<file path="src/rtl/sysTimerPkg.sv">
`timescale 1ns/1ps
package sysTimerPkg;
  // register offsets; software depends on these exact values
  localparam int unsigned OFS_CNT_LO = 32'h0000_0008;
  localparam int unsigned OFS_CNT_HI = 32'h0000_000C;
  localparam int unsigned OFS_CMP_LO = 32'h0001_0020;
  localparam int unsigned OFS_CMP_HI = 32'h0001_0024;
  localparam int unsigned OFS_CTRL   = 32'h0001_002C;

  // control word bit positions
  localparam int unsigned BIT_EN     = 0;
  localparam int unsigned BIT_MASK   = 1;
  localparam int unsigned BIT_STATUS = 2;

  // strobes from control to datapath
  typedef struct packed {
    logic wrCmpLo;
    logic wrCmpHi;
  } tmrStrobeT;
endpackage

</file>
<file path="src/rtl/tmrDatapath.sv">
`timescale 1ns/1ps
module tmrDatapath
  import sysTimerPkg::*;
#(
  parameter int DATA_W      = 32,
  parameter int CNT_W       = 64,
  parameter int CMP_HI_BITS = 20,
  parameter int DIV         = 3
) (
  input  logic                   clk,
  input  logic                   rstN,
  input  tmrStrobeT              strobe,
  input  logic [DATA_W-1:0]      wdata,
  output logic [CNT_W-1:0]       cntQ,
  output logic [DATA_W-1:0]      cmpLoQ,
  output logic [CMP_HI_BITS-1:0] cmpHiQ,
  output logic                   hit
);
  localparam int CMP_W = DATA_W + CMP_HI_BITS;

  logic tick;

  // prescaler: one tick every DIV input clocks
  generate
    if (DIV > 1) begin : gPrescale
      localparam int PH_W = $clog2(DIV);
      localparam logic [PH_W-1:0] PH_LAST = PH_W'(DIV - 1);
      logic [PH_W-1:0] phaseQ;
      always_ff @(posedge clk or negedge rstN) begin
        if (!rstN)                 phaseQ <= '0;
        else if (phaseQ == PH_LAST) phaseQ <= '0;
        else                       phaseQ <= phaseQ + 1'b1;
      end
      assign tick = (phaseQ == PH_LAST);
    end else begin : gNoPrescale
      assign tick = 1'b1;
    end
  endgenerate

  // free-running counter
  always_ff @(posedge clk or negedge rstN) begin
    if (!rstN)     cntQ <= '0;
    else if (tick) cntQ <= cntQ + 1'b1;
  end

  // compare registers
  always_ff @(posedge clk or negedge rstN) begin
    if (!rstN) begin
      cmpLoQ <= '0;
      cmpHiQ <= '0;
    end else begin
      if (strobe.wrCmpLo) cmpLoQ <= wdata;
      if (strobe.wrCmpHi) cmpHiQ <= wdata[CMP_HI_BITS-1:0];
    end
  end

  logic [CMP_W-1:0] cmpJoined;
  logic [CNT_W-1:0] cmpFull;
  assign cmpJoined = {cmpHiQ, cmpLoQ};
  assign cmpFull   = CNT_W'(cmpJoined);
  assign hit       = (cntQ >= cmpFull);


  cnt_step_chk: assert property (@(posedge clk) disable iff (!rstN)
    1'b1 |=> (cntQ == $past(cntQ)) || (cntQ == $past(cntQ) + 1'b1));

  generate
    if (DIV > 1) begin : gGapChk

      cnt_gap_chk: assert property (@(posedge clk) disable iff (!rstN)
        (cntQ != $past(cntQ)) |=> $stable(cntQ));
    end
  endgenerate


  cmp_hi_load_chk: assert property (@(posedge clk) disable iff (!rstN)
    strobe.wrCmpHi |=> (cmpHiQ == $past(wdata[CMP_HI_BITS-1:0])));
endmodule

</file>
<file path="src/rtl/tmrCtrl.sv">
`timescale 1ns/1ps
module tmrCtrl
  import sysTimerPkg::*;
#(
  parameter int ADDR_W      = 20,
  parameter int DATA_W      = 32,
  parameter int CNT_W       = 64,
  parameter int CMP_HI_BITS = 20
) (
  input  logic                   clk,
  input  logic                   rstN,
  input  logic [ADDR_W-1:0]      busAddr,
  input  logic                   busWe,
  input  logic [1:0]             ctrlBits,
  input  logic [CNT_W-1:0]       cntQ,
  input  logic [DATA_W-1:0]      cmpLoQ,
  input  logic [CMP_HI_BITS-1:0] cmpHiQ,
  input  logic                   hit,
  output tmrStrobeT              strobe,
  output logic [DATA_W-1:0]      busRdata,
  output logic                   irqOut
);
  logic selCntLo, selCntHi, selCmpLo, selCmpHi, selCtrl;
  assign selCntLo = (busAddr == ADDR_W'(OFS_CNT_LO));
  assign selCntHi = (busAddr == ADDR_W'(OFS_CNT_HI));
  assign selCmpLo = (busAddr == ADDR_W'(OFS_CMP_LO));
  assign selCmpHi = (busAddr == ADDR_W'(OFS_CMP_HI));
  assign selCtrl  = (busAddr == ADDR_W'(OFS_CTRL));

  logic ctrlWr, clrWr;
  assign ctrlWr = busWe && selCtrl;
  assign clrWr  = ctrlWr && !ctrlBits[BIT_EN];

  always_comb begin
    strobe         = '0;
    strobe.wrCmpLo = busWe && selCmpLo;
    strobe.wrCmpHi = busWe && selCmpHi;
  end

  logic enQ, maskQ, statusQ;

  always_ff @(posedge clk or negedge rstN) begin
    if (!rstN) begin
      enQ   <= 1'b0;
      maskQ <= 1'b0;
    end else if (ctrlWr) begin
      enQ   <= ctrlBits[BIT_EN];
      maskQ <= ctrlBits[BIT_MASK];
    end
  end

  // sticky status: set on match while enabled, cleared by disabling
  always_ff @(posedge clk or negedge rstN) begin
    if (!rstN)               statusQ <= 1'b0;
    else if (clrWr || !enQ)  statusQ <= 1'b0;
    else if (hit)            statusQ <= 1'b1;
  end

  assign irqOut = statusQ && !maskQ;

  logic [DATA_W-1:0] ctrlWord;
  always_comb begin
    ctrlWord             = '0;
    ctrlWord[BIT_EN]     = enQ;
    ctrlWord[BIT_MASK]   = maskQ;
    ctrlWord[BIT_STATUS] = statusQ;
  end

  always_comb begin
    busRdata = '0;
    if (selCntLo)      busRdata = cntQ[DATA_W-1:0];
    else if (selCntHi) busRdata = DATA_W'(cntQ >> DATA_W);
    else if (selCmpLo) busRdata = cmpLoQ;
    else if (selCmpHi) busRdata = DATA_W'(cmpHiQ);
    else if (selCtrl)  busRdata = ctrlWord;
  end


  status_set_chk: assert property (@(posedge clk) disable iff (!rstN)
    (enQ && hit && !clrWr) |=> statusQ);


  status_sticky_chk: assert property (@(posedge clk) disable iff (!rstN)
    (statusQ && !clrWr) |=> statusQ);


  ack_clear_chk: assert property (@(posedge clk) disable iff (!rstN)
    clrWr |=> (!irqOut && !statusQ));


  disabled_idle_chk: assert property (@(posedge clk) disable iff (!rstN)
    !enQ |=> !statusQ);
endmodule

</file>
<file path="src/rtl/sysTimerCmp.sv">
`timescale 1ns/1ps
module sysTimerCmp
  import sysTimerPkg::*;
#(
  parameter int ADDR_W      = 20,
  parameter int DATA_W      = 32,
  parameter int CNT_W       = 64,
  parameter int CMP_HI_BITS = 20,
  parameter int DIV         = 3
) (
  input  logic              clk,
  input  logic              rstN,
  input  logic [ADDR_W-1:0] busAddr,
  input  logic              busWe,
  input  logic [DATA_W-1:0] busWdata,
  output logic [DATA_W-1:0] busRdata,
  output logic              irqOut
);
  tmrStrobeT              strobe;
  logic [CNT_W-1:0]       cntQ;
  logic [DATA_W-1:0]      cmpLoQ;
  logic [CMP_HI_BITS-1:0] cmpHiQ;
  logic                   hit;

  tmrDatapath #(
    .DATA_W(DATA_W), .CNT_W(CNT_W), .CMP_HI_BITS(CMP_HI_BITS), .DIV(DIV)
  ) uDp (
    .clk(clk), .rstN(rstN), .strobe(strobe), .wdata(busWdata),
    .cntQ(cntQ), .cmpLoQ(cmpLoQ), .cmpHiQ(cmpHiQ), .hit(hit)
  );

  tmrCtrl #(
    .ADDR_W(ADDR_W), .DATA_W(DATA_W), .CNT_W(CNT_W), .CMP_HI_BITS(CMP_HI_BITS)
  ) uCtrl (
    .clk(clk), .rstN(rstN), .busAddr(busAddr), .busWe(busWe),
    .ctrlBits(busWdata[1:0]), .cntQ(cntQ), .cmpLoQ(cmpLoQ), .cmpHiQ(cmpHiQ),
    .hit(hit), .strobe(strobe), .busRdata(busRdata), .irqOut(irqOut)
  );
endmodule

</file>
<file path="config.mk">
export PLATFORM = sky130hd
export DESIGN_NAME = sysTimerCmp
export DESIGN_NICKNAME = d
export VERILOG_FILES = /design/src/rtl/sysTimerPkg.sv /design/src/rtl/tmrDatapath.sv /design/src/rtl/tmrCtrl.sv /design/src/rtl/sysTimerCmp.sv
export SDC_FILE = /design/constraint.sdc
export NUM_CORES = 1
export LEC_CHECK = 0
export BUFFER_PORTS_ARGS = -buffer_cell sky130_fd_sc_hd__buf_2
export CORE_UTILIZATION = 40
export DETAILED_ROUTE_END_ITERATION = 8
export PLACE_DENSITY = 0.69
export REMOVE_ABC_BUFFERS = 1
export SLEW_MARGIN = 20
export SYNTH_ARGS = -nofsm -noshare
export SYNTH_HDL_FRONTEND = slang
export SYNTH_SLANG_ARGS = --single-unit
</file>
<file path="constraint.sdc">
create_clock -name clk -period 2.82 [get_ports clk]
set_clock_uncertainty 0.1 [all_clocks]
set_input_delay 0.282 -clock clk [delete_from_list [all_inputs] [get_ports clk]]
set_output_delay 0.282 -clock clk [all_outputs]
set_load 0.05 [all_outputs]
</file>
== Word level (Yosys, flattened, before mapping) ==
Index checks and enable logic that the tools add are counted.

* Bits in registers: 121
* Input port bits: 55
* Output and inout bits: 33
* Logic and storage cells: 34

* Add/subtract/negate cells: 2
* Order comparisons: 1
* Eq/ne operators: 6
* Mux-type cells: 8
* Reduce and logical (&&, ||, !) cells: 10

{| class="wikitable"
|+ Operators by type and width
! operator !! number
|-
| $mux 32 || 4
|-
| $add 64x1->64 const B || 1
|-
| $ge 64x52->1 || 1
|-
| $eq 20x17->1 const B || 3
|-
| $eq 20x4->1 const B || 2
|-
| $logic_and 1x1->1 || 5
|-
| $logic_not 1->1 || 3
|-
| $mux 3 || 1
|-
| $add 2x1->2 const B || 1
|-
| $eq 2x2->1 const B || 1
|-
| $mux 1 || 2
|-
| $mux 2 || 1
|-
| $reduce_bool 2->1 || 1
|-
| $logic_or 1x1->1 || 1
|}

== Depth between registers and ports, before layout ==
* Word-level depth: 6
* Gate-level depth with buffers: 8
* Mapped depth without buffers: 8

== Cells and area by module ==
From an unflattened synthesis, not the netlist that was laid out.

* Cell total of the unflattened synthesis: 769
* Area total of the unflattened synthesis: 7440.9 um2

{| class="wikitable"
|+ By module, submodules not included
! module !! instances !! cells each !! area each (um2) !! sequential area each (um2)
|-
| tmrDatapath || 1 || 622 || 6324.8 || 2952.8
|-
| tmrCtrl || 1 || 147 || 1116.1 || 75.1
|}

== Worst setup path after synthesis ==
Ideal clock, no wire load.

* Kind: input port to output port
* From: input busAddr[9]
* To: output busRdata[10]
* Arrival: 2.492 ns
* Required time: 2.438 ns
* Path slack: -0.054 ns
* Cell stages on the path: 6
* Path buffers: 1
* Path through: nor4_1 -> nand4_2 -> nor4b_2 -> clkbuf_1 -> o21ai_0 -> a31oi_1

* Word-level cells in the longest chain between the ends: 5
* Elaborated cells on any way between the ends: 8
* Classes of those cells: eq/ne (4); mux (4)

{| class="wikitable"
|+ RTL lines
! element !! RTL line !! text
|-
| start: declaration || sysTimerCmp.sv:13 || <nowiki>input logic [ADDR_W-1:0] busAddr,</nowiki>
|-
| $eq 20x17->1 || tmrCtrl.sv:27 || <nowiki>assign selCmpHi = (busAddr == ADDR_W'(OFS_CMP_HI));</nowiki>
|-
| $mux 32 || tmrCtrl.sv:74 || <nowiki>else if (selCmpHi) busRdata = DATA_W'(cmpHiQ);</nowiki>
|-
| $mux 32 || tmrCtrl.sv:73 || <nowiki>else if (selCmpLo) busRdata = cmpLoQ;</nowiki>
|-
| $mux 32 || tmrCtrl.sv:72 || <nowiki>else if (selCntHi) busRdata = DATA_W'(cntQ >> DATA_W);</nowiki>
|-
| $mux 32 (*) || tmrCtrl.sv:71 || <nowiki>if (selCntLo) busRdata = cntQ[DATA_W-1:0];</nowiki>
|-
| end: declaration || sysTimerCmp.sv:16 || <nowiki>output logic [DATA_W-1:0] busRdata,</nowiki>
|}

Mark *: on every way between the ends. The rest lies on a longest branch, timed or not.

== Worst setup path in the final report ==
* From: input busAddr[7]
* To: output busRdata[19]

Same word-level chain as after synthesis.

==> results.md <==
- The flow ran to the end, and the final reports show no timing, DRC or antenna violations.
- The cell area that synthesis handed to floorplanning was 7220 sq um.
- The routed wire length per instance is 17.1 um.
- The reported net switching power is 0.000867 W.
- The CTS clock-pin slew for the worst setup and hold paths is 0.05 ns.
- The reg-to-reg setup timing slack is 0.21 ns.
- The synthesized design contains 0 enable-type register cells.
- Setup repair after global routing left no endpoint under its margin.
- The count of TritonRoute iterations in the first routing pass is 5.
- The area of the core is 17500 sq um.
- Cells with a size suffix above 1 make up 20.2% of the layout.
- TritonCTS created 17 clock buffers.
- The number of levels in the clock H-tree is 4.
- The clock drives 121 sinks.
- The clock network accounts for 53.5% of the total power.
- The fraction of met2 tracks used by global routing is 34.2%.
- The fill cell total of the finished layout is 1619.
- The repair_antennas step left the layout with diodes totalling 0.
- The initial antenna violation count is 0.
- The switching share of total power is 21.4%.
- The worst flop-to-flop path endpoint is uDp.cntQ[35].
- The post-route minimum period is 2.66 ns.
- The remaining routing DRC violations is 0.
- The post-CTS setup-driven buffer insertion count is 0.
- The floorplan step defined a die boundary enclosing 18600 sq um.
- At the pin with the least slew margin, the transition time is 0.757 ns.
- In this run, synthesis produced a sequential element count of 121.
- For this run, the total global-route usage over all layers was measured as 21.9%.
- The max-slew headroom at the worst pin is 49.6%.
- Dividing total power by cell area gives a power density of 449 nW/um^2.
- Entering global routing, the biggest net connects 55 pins.
- After detailed routing, the total wire length is 18800 um.
- After detailed placement, the design holds a cell count of 1038.
- The clock tree from TritonCTS is done.
- The deepest clock path buffer count is 2.
- The die span in y is 136 um.
- Summing all flip-flop and latch instances after layout gives 3030 sq um.
- In this run the most used layer during global routing was met2.
- The count of final hold-check violations is 0.
- The part of the total power dissipated in sequential elements is 42.8%.
- Synthesis handed over a netlist of 715 instances.
- The path class of the tightest hold or removal check is primary input to register.
- The tree is rooted in a sky130_fd_sc_hd__clkbuf_16.
- The tool flagged a number of max-cap violations equal to 0.
- For this design the static power due to leakage is 4.48 nW.
- The met1 usage is 30.0%.
- The total of warnings raised by yosys is 0.
- The routing usage on met3 is 4.55%.
- The top cell types in the final layout, fill and taps aside, are 121 x sky130_fd_sc_hd__dfrtp_1, 84 x sky130_fd_sc_hd__buf_2, 78 x sky130_fd_sc_hd__nand2_1, 57 x sky130_fd_sc_hd__inv_1, 53 x sky130_fd_sc_hd__ha_1.
- The insertion delay to the later sink of the worst-skew pair is 0.43 ns.
- The dominant cell type by count on the critical path is sky130_fd_sc_hd__buf_2.
- The worst flop-to-flop path startpoint is uDp.cntQ[17].
- The routed layout has 5807 vias.
- The kind of end point of the critical path is an output pin.
- The worst supply voltage drop on vdd is 0.455 mV.
- The worst min-delay path startpoint is busWdata[1].
- On the worst path, the slowest cell contributes a delay of 0.41 ns.
- At the worst endpoint, the required time is 2.44 ns.
- The sequential element share of the synthesized area is 42.0%.
- The number of buffers added on ports is 87.
- sky130_fd_sc_hd__dfrtp_1 takes more of the synthesized area than any other cell.
- The worst hold path was traced through 2 stages.
- The critical path goes through buf_2 > nor4_2 > nand4_2 > buf_4 > or3_4 > nor2_8 > buf_12 > nand2_1 > a31oi_1 > buf_2.
- The standard cell with the maximum stage delay on the critical path is sky130_fd_sc_hd__or3_4.
- Using the TritonRoute via totals, the vias-per-cell ratio works out to 5.27.
- Detailed placement finished with a half-perimeter wire length of 13700 um.
- The count of standard-cell rows is 48.
- For this configuration, the core starts out at a cell density of 41.3%.
- The average instance in the mapped netlist occupies 10.1 sq um.
- The overflow left after global routing is 0.
- Cell internal power was estimated by the tool at 0.00319 W.
- The end of the worst hold path is uDp.cmpLoQ[1].
- Of all nets on the critical path, the largest fanout is 18.
- In the final layout, the multi-input gates occupy 3880 sq um.
- Sorting the synthesized cells by area gives the leading types as sky130_fd_sc_hd__dfrtp_1 42%, sky130_fd_sc_hd__ha_1 9.2%, sky130_fd_sc_hd__mux2_1 5.5%.
- The first global-routing pass estimated 30600 um of wire.
- The number of nets in the final layout is 972.
- In this run, distinct cell masters in the synthesized netlist total 47.
- For this design the top-level I/O count stands at 88.
- For this run, the top clock speed supported by timing is 0.376 GHz.
- The signal arrival time at the worst endpoint is 2.28 ns.
- The final weighted congestion in routability-driven placement is 0.808.
- The post-route antenna net violation count is 0.
- The predominant post-synthesis flop cell is sky130_fd_sc_hd__dfrtp_1.
- The power share of the combinational group is 3.7%.
- The final max-slew violation count is 0.
- The layout-stage area growth over the synthesis result is 25.4%.
- After the first detailed-routing iteration, the DRC count stood at 385.
- For the worst flop-to-flop path, the logic depth is 6.
- In this run the biggest area consumer among cell types represents 42.0% of the synthesized area.
- The category of the most critical setup path is primary input to output pin.
- The die is 136 um wide.
- Of the available clock period, the critical path in the final layout requires 94.3%.
- For this run, the number of standard cells in the final layout without fillers is 1102.
- The power after layout is 0.00406 W.
- The worst setup path is launched from a primary input.
- The via count of the first global-routing pass is 5852.
- Setup violations remaining at the end of the flow were counted as 0.
- After synthesis, the share of flip-flops with an asynchronous set or reset is 100%.
- Leaving out fill and tap cells, the most frequent cell in the layout is sky130_fd_sc_hd__dfrtp_1.
[how the worst max path moves through the flow]
stage / slack [ns] / endpoint / start
6_report: 0.16 / busRdata[19] / busAddr[7]
5_1_grt: 0.008 / busRdata[4] / busAddr[19]
4_1_cts: 0.13 / busRdata[5] / busAddr[7]
3_5_place_dp: 0.10 / busRdata[10] / busAddr[9]
3_3_place_gp: 0.16 / busRdata[15] / busAddr[9]
2_1_floorplan: -0.54 / uDp.cmpLoQ[10] / busAddr[9]
[through the flow]
step	setup WS, ns	utilization [%]	area (sq um)	setup TNS, ns	hold WS, ns
final	0.160	51.8	9050	0	0.0175
after detailed placement	0.104	46.5	8130	0	0.303
after global placement	0.164	46.5	8130	0	0.301
after global routing	0.00754	51.8	9050	0	0.0124
after floorplan	-0.542	-	7120	-20.19	-0.114
after CTS	0.128	51.7	9040	0	0.00384
[synth_stat cells, types with 5 or more instances]
cell / n
sky130_fd_sc_hd__inv_1: 57
sky130_fd_sc_hd__xor2_1: 19
sky130_fd_sc_hd__nor4_1: 11
sky130_fd_sc_hd__nand4_1: 19
sky130_fd_sc_hd__xnor2_1: 44
sky130_fd_sc_hd__buf_2: 7
sky130_fd_sc_hd__mux2_1: 35
sky130_fd_sc_hd__dfrtp_1: 121
sky130_fd_sc_hd__nand2_1: 78
sky130_fd_sc_hd__nand3_1: 30
sky130_fd_sc_hd__mux2i_1: 20
sky130_fd_sc_hd__a31oi_1: 16
sky130_fd_sc_hd__and4_1: 13
sky130_fd_sc_hd__mux2_4: 17
sky130_fd_sc_hd__nor2_1: 42
sky130_fd_sc_hd__and3_1: 11
sky130_fd_sc_hd__a21oi_1: 19
sky130_fd_sc_hd__o21ai_1: 13
sky130_fd_sc_hd__o21ai_0: 22
sky130_fd_sc_hd__ha_1: 53
sky130_fd_sc_hd__nand2b_1: 5
sky130_fd_sc_hd__a221oi_1: 5
sky130_fd_sc_hd__clkbuf_1: 9
[metal layers]
layer / vias up / share of wire [%]
met1: 2825 / 48
met2: 129 / 46
met3: 30 / 4.1
met5: - / 0
li1: 2823 / -
met4: 0 / 1.8
[cells by family (layout without fill, tap and decap cells)]
group,count (synthesis),after routing,share of synthesized area (%)
adders and majority gates,53,53,9.19
buffers and inverters,78,240,4.39
xor gates and xnor gates,63,63,7.65
DFF,121,121,42.0
and+or+nand+nor,236,236,17.3
AOI/OAI and AO/OA,91,91,7.63
muxes,73,73,11.9
[power groups by stage]
| stage | Sequential (W) | Combinational (W) | Clock, W |
|---|---|---|---|
| after CTS | 0.00174 | 0.000153 | 0.00220 |
| after floorplan | 0.00177 | 0.0000134 | 0 |
| final | 0.00174 | 0.000149 | 0.00218 |
| after detailed placement | 0.00177 | 0.000118 | 0 |
| after global placement | 0.00177 | 0.000117 | 0 |
| after global routing | 0.00174 | 0.000167 | 0.00229 |
[worst max-delay path: cells and delay by family]
family	cells	cell delay (ns)
AOI/OAI and AO/OA	1	0.17
and+or+nand+nor	5	1.07
buffers and inverters	4	0.75
[layout make-up]
cell class	instances	area share (%)
timing repair buffer	150	11.7
clock buffer	24	5.43
sequential	121	33.5
multi-input combinational	516	42.9
inverter	58	2.41
tap	225	3.11
clock inverter	8	1.02
[flip-flops by register name, indices dropped and copies added (netlist names)]
| signal | cells |
|---|---|
| uCtrl.statusQ | 1 |
| uCtrl.enQ | 1 |
| uDp.cmpHiQ | 20 |
| uDp.gPrescale.phaseQ | 2 |
| uDp.cmpLoQ | 32 |
| uCtrl.maskQ | 1 |
| uDp.cntQ | 64 |
[what timing repair did]
item | 4_1_cts | 5_1_grt
resized for setup | 0 | 4
setup endpoints to repair | 0 | 7
hold buffers | 32 | 0
hold endpoints to repair | 98 | 0
No activity file was read; power rests on OpenSTA's default activity.
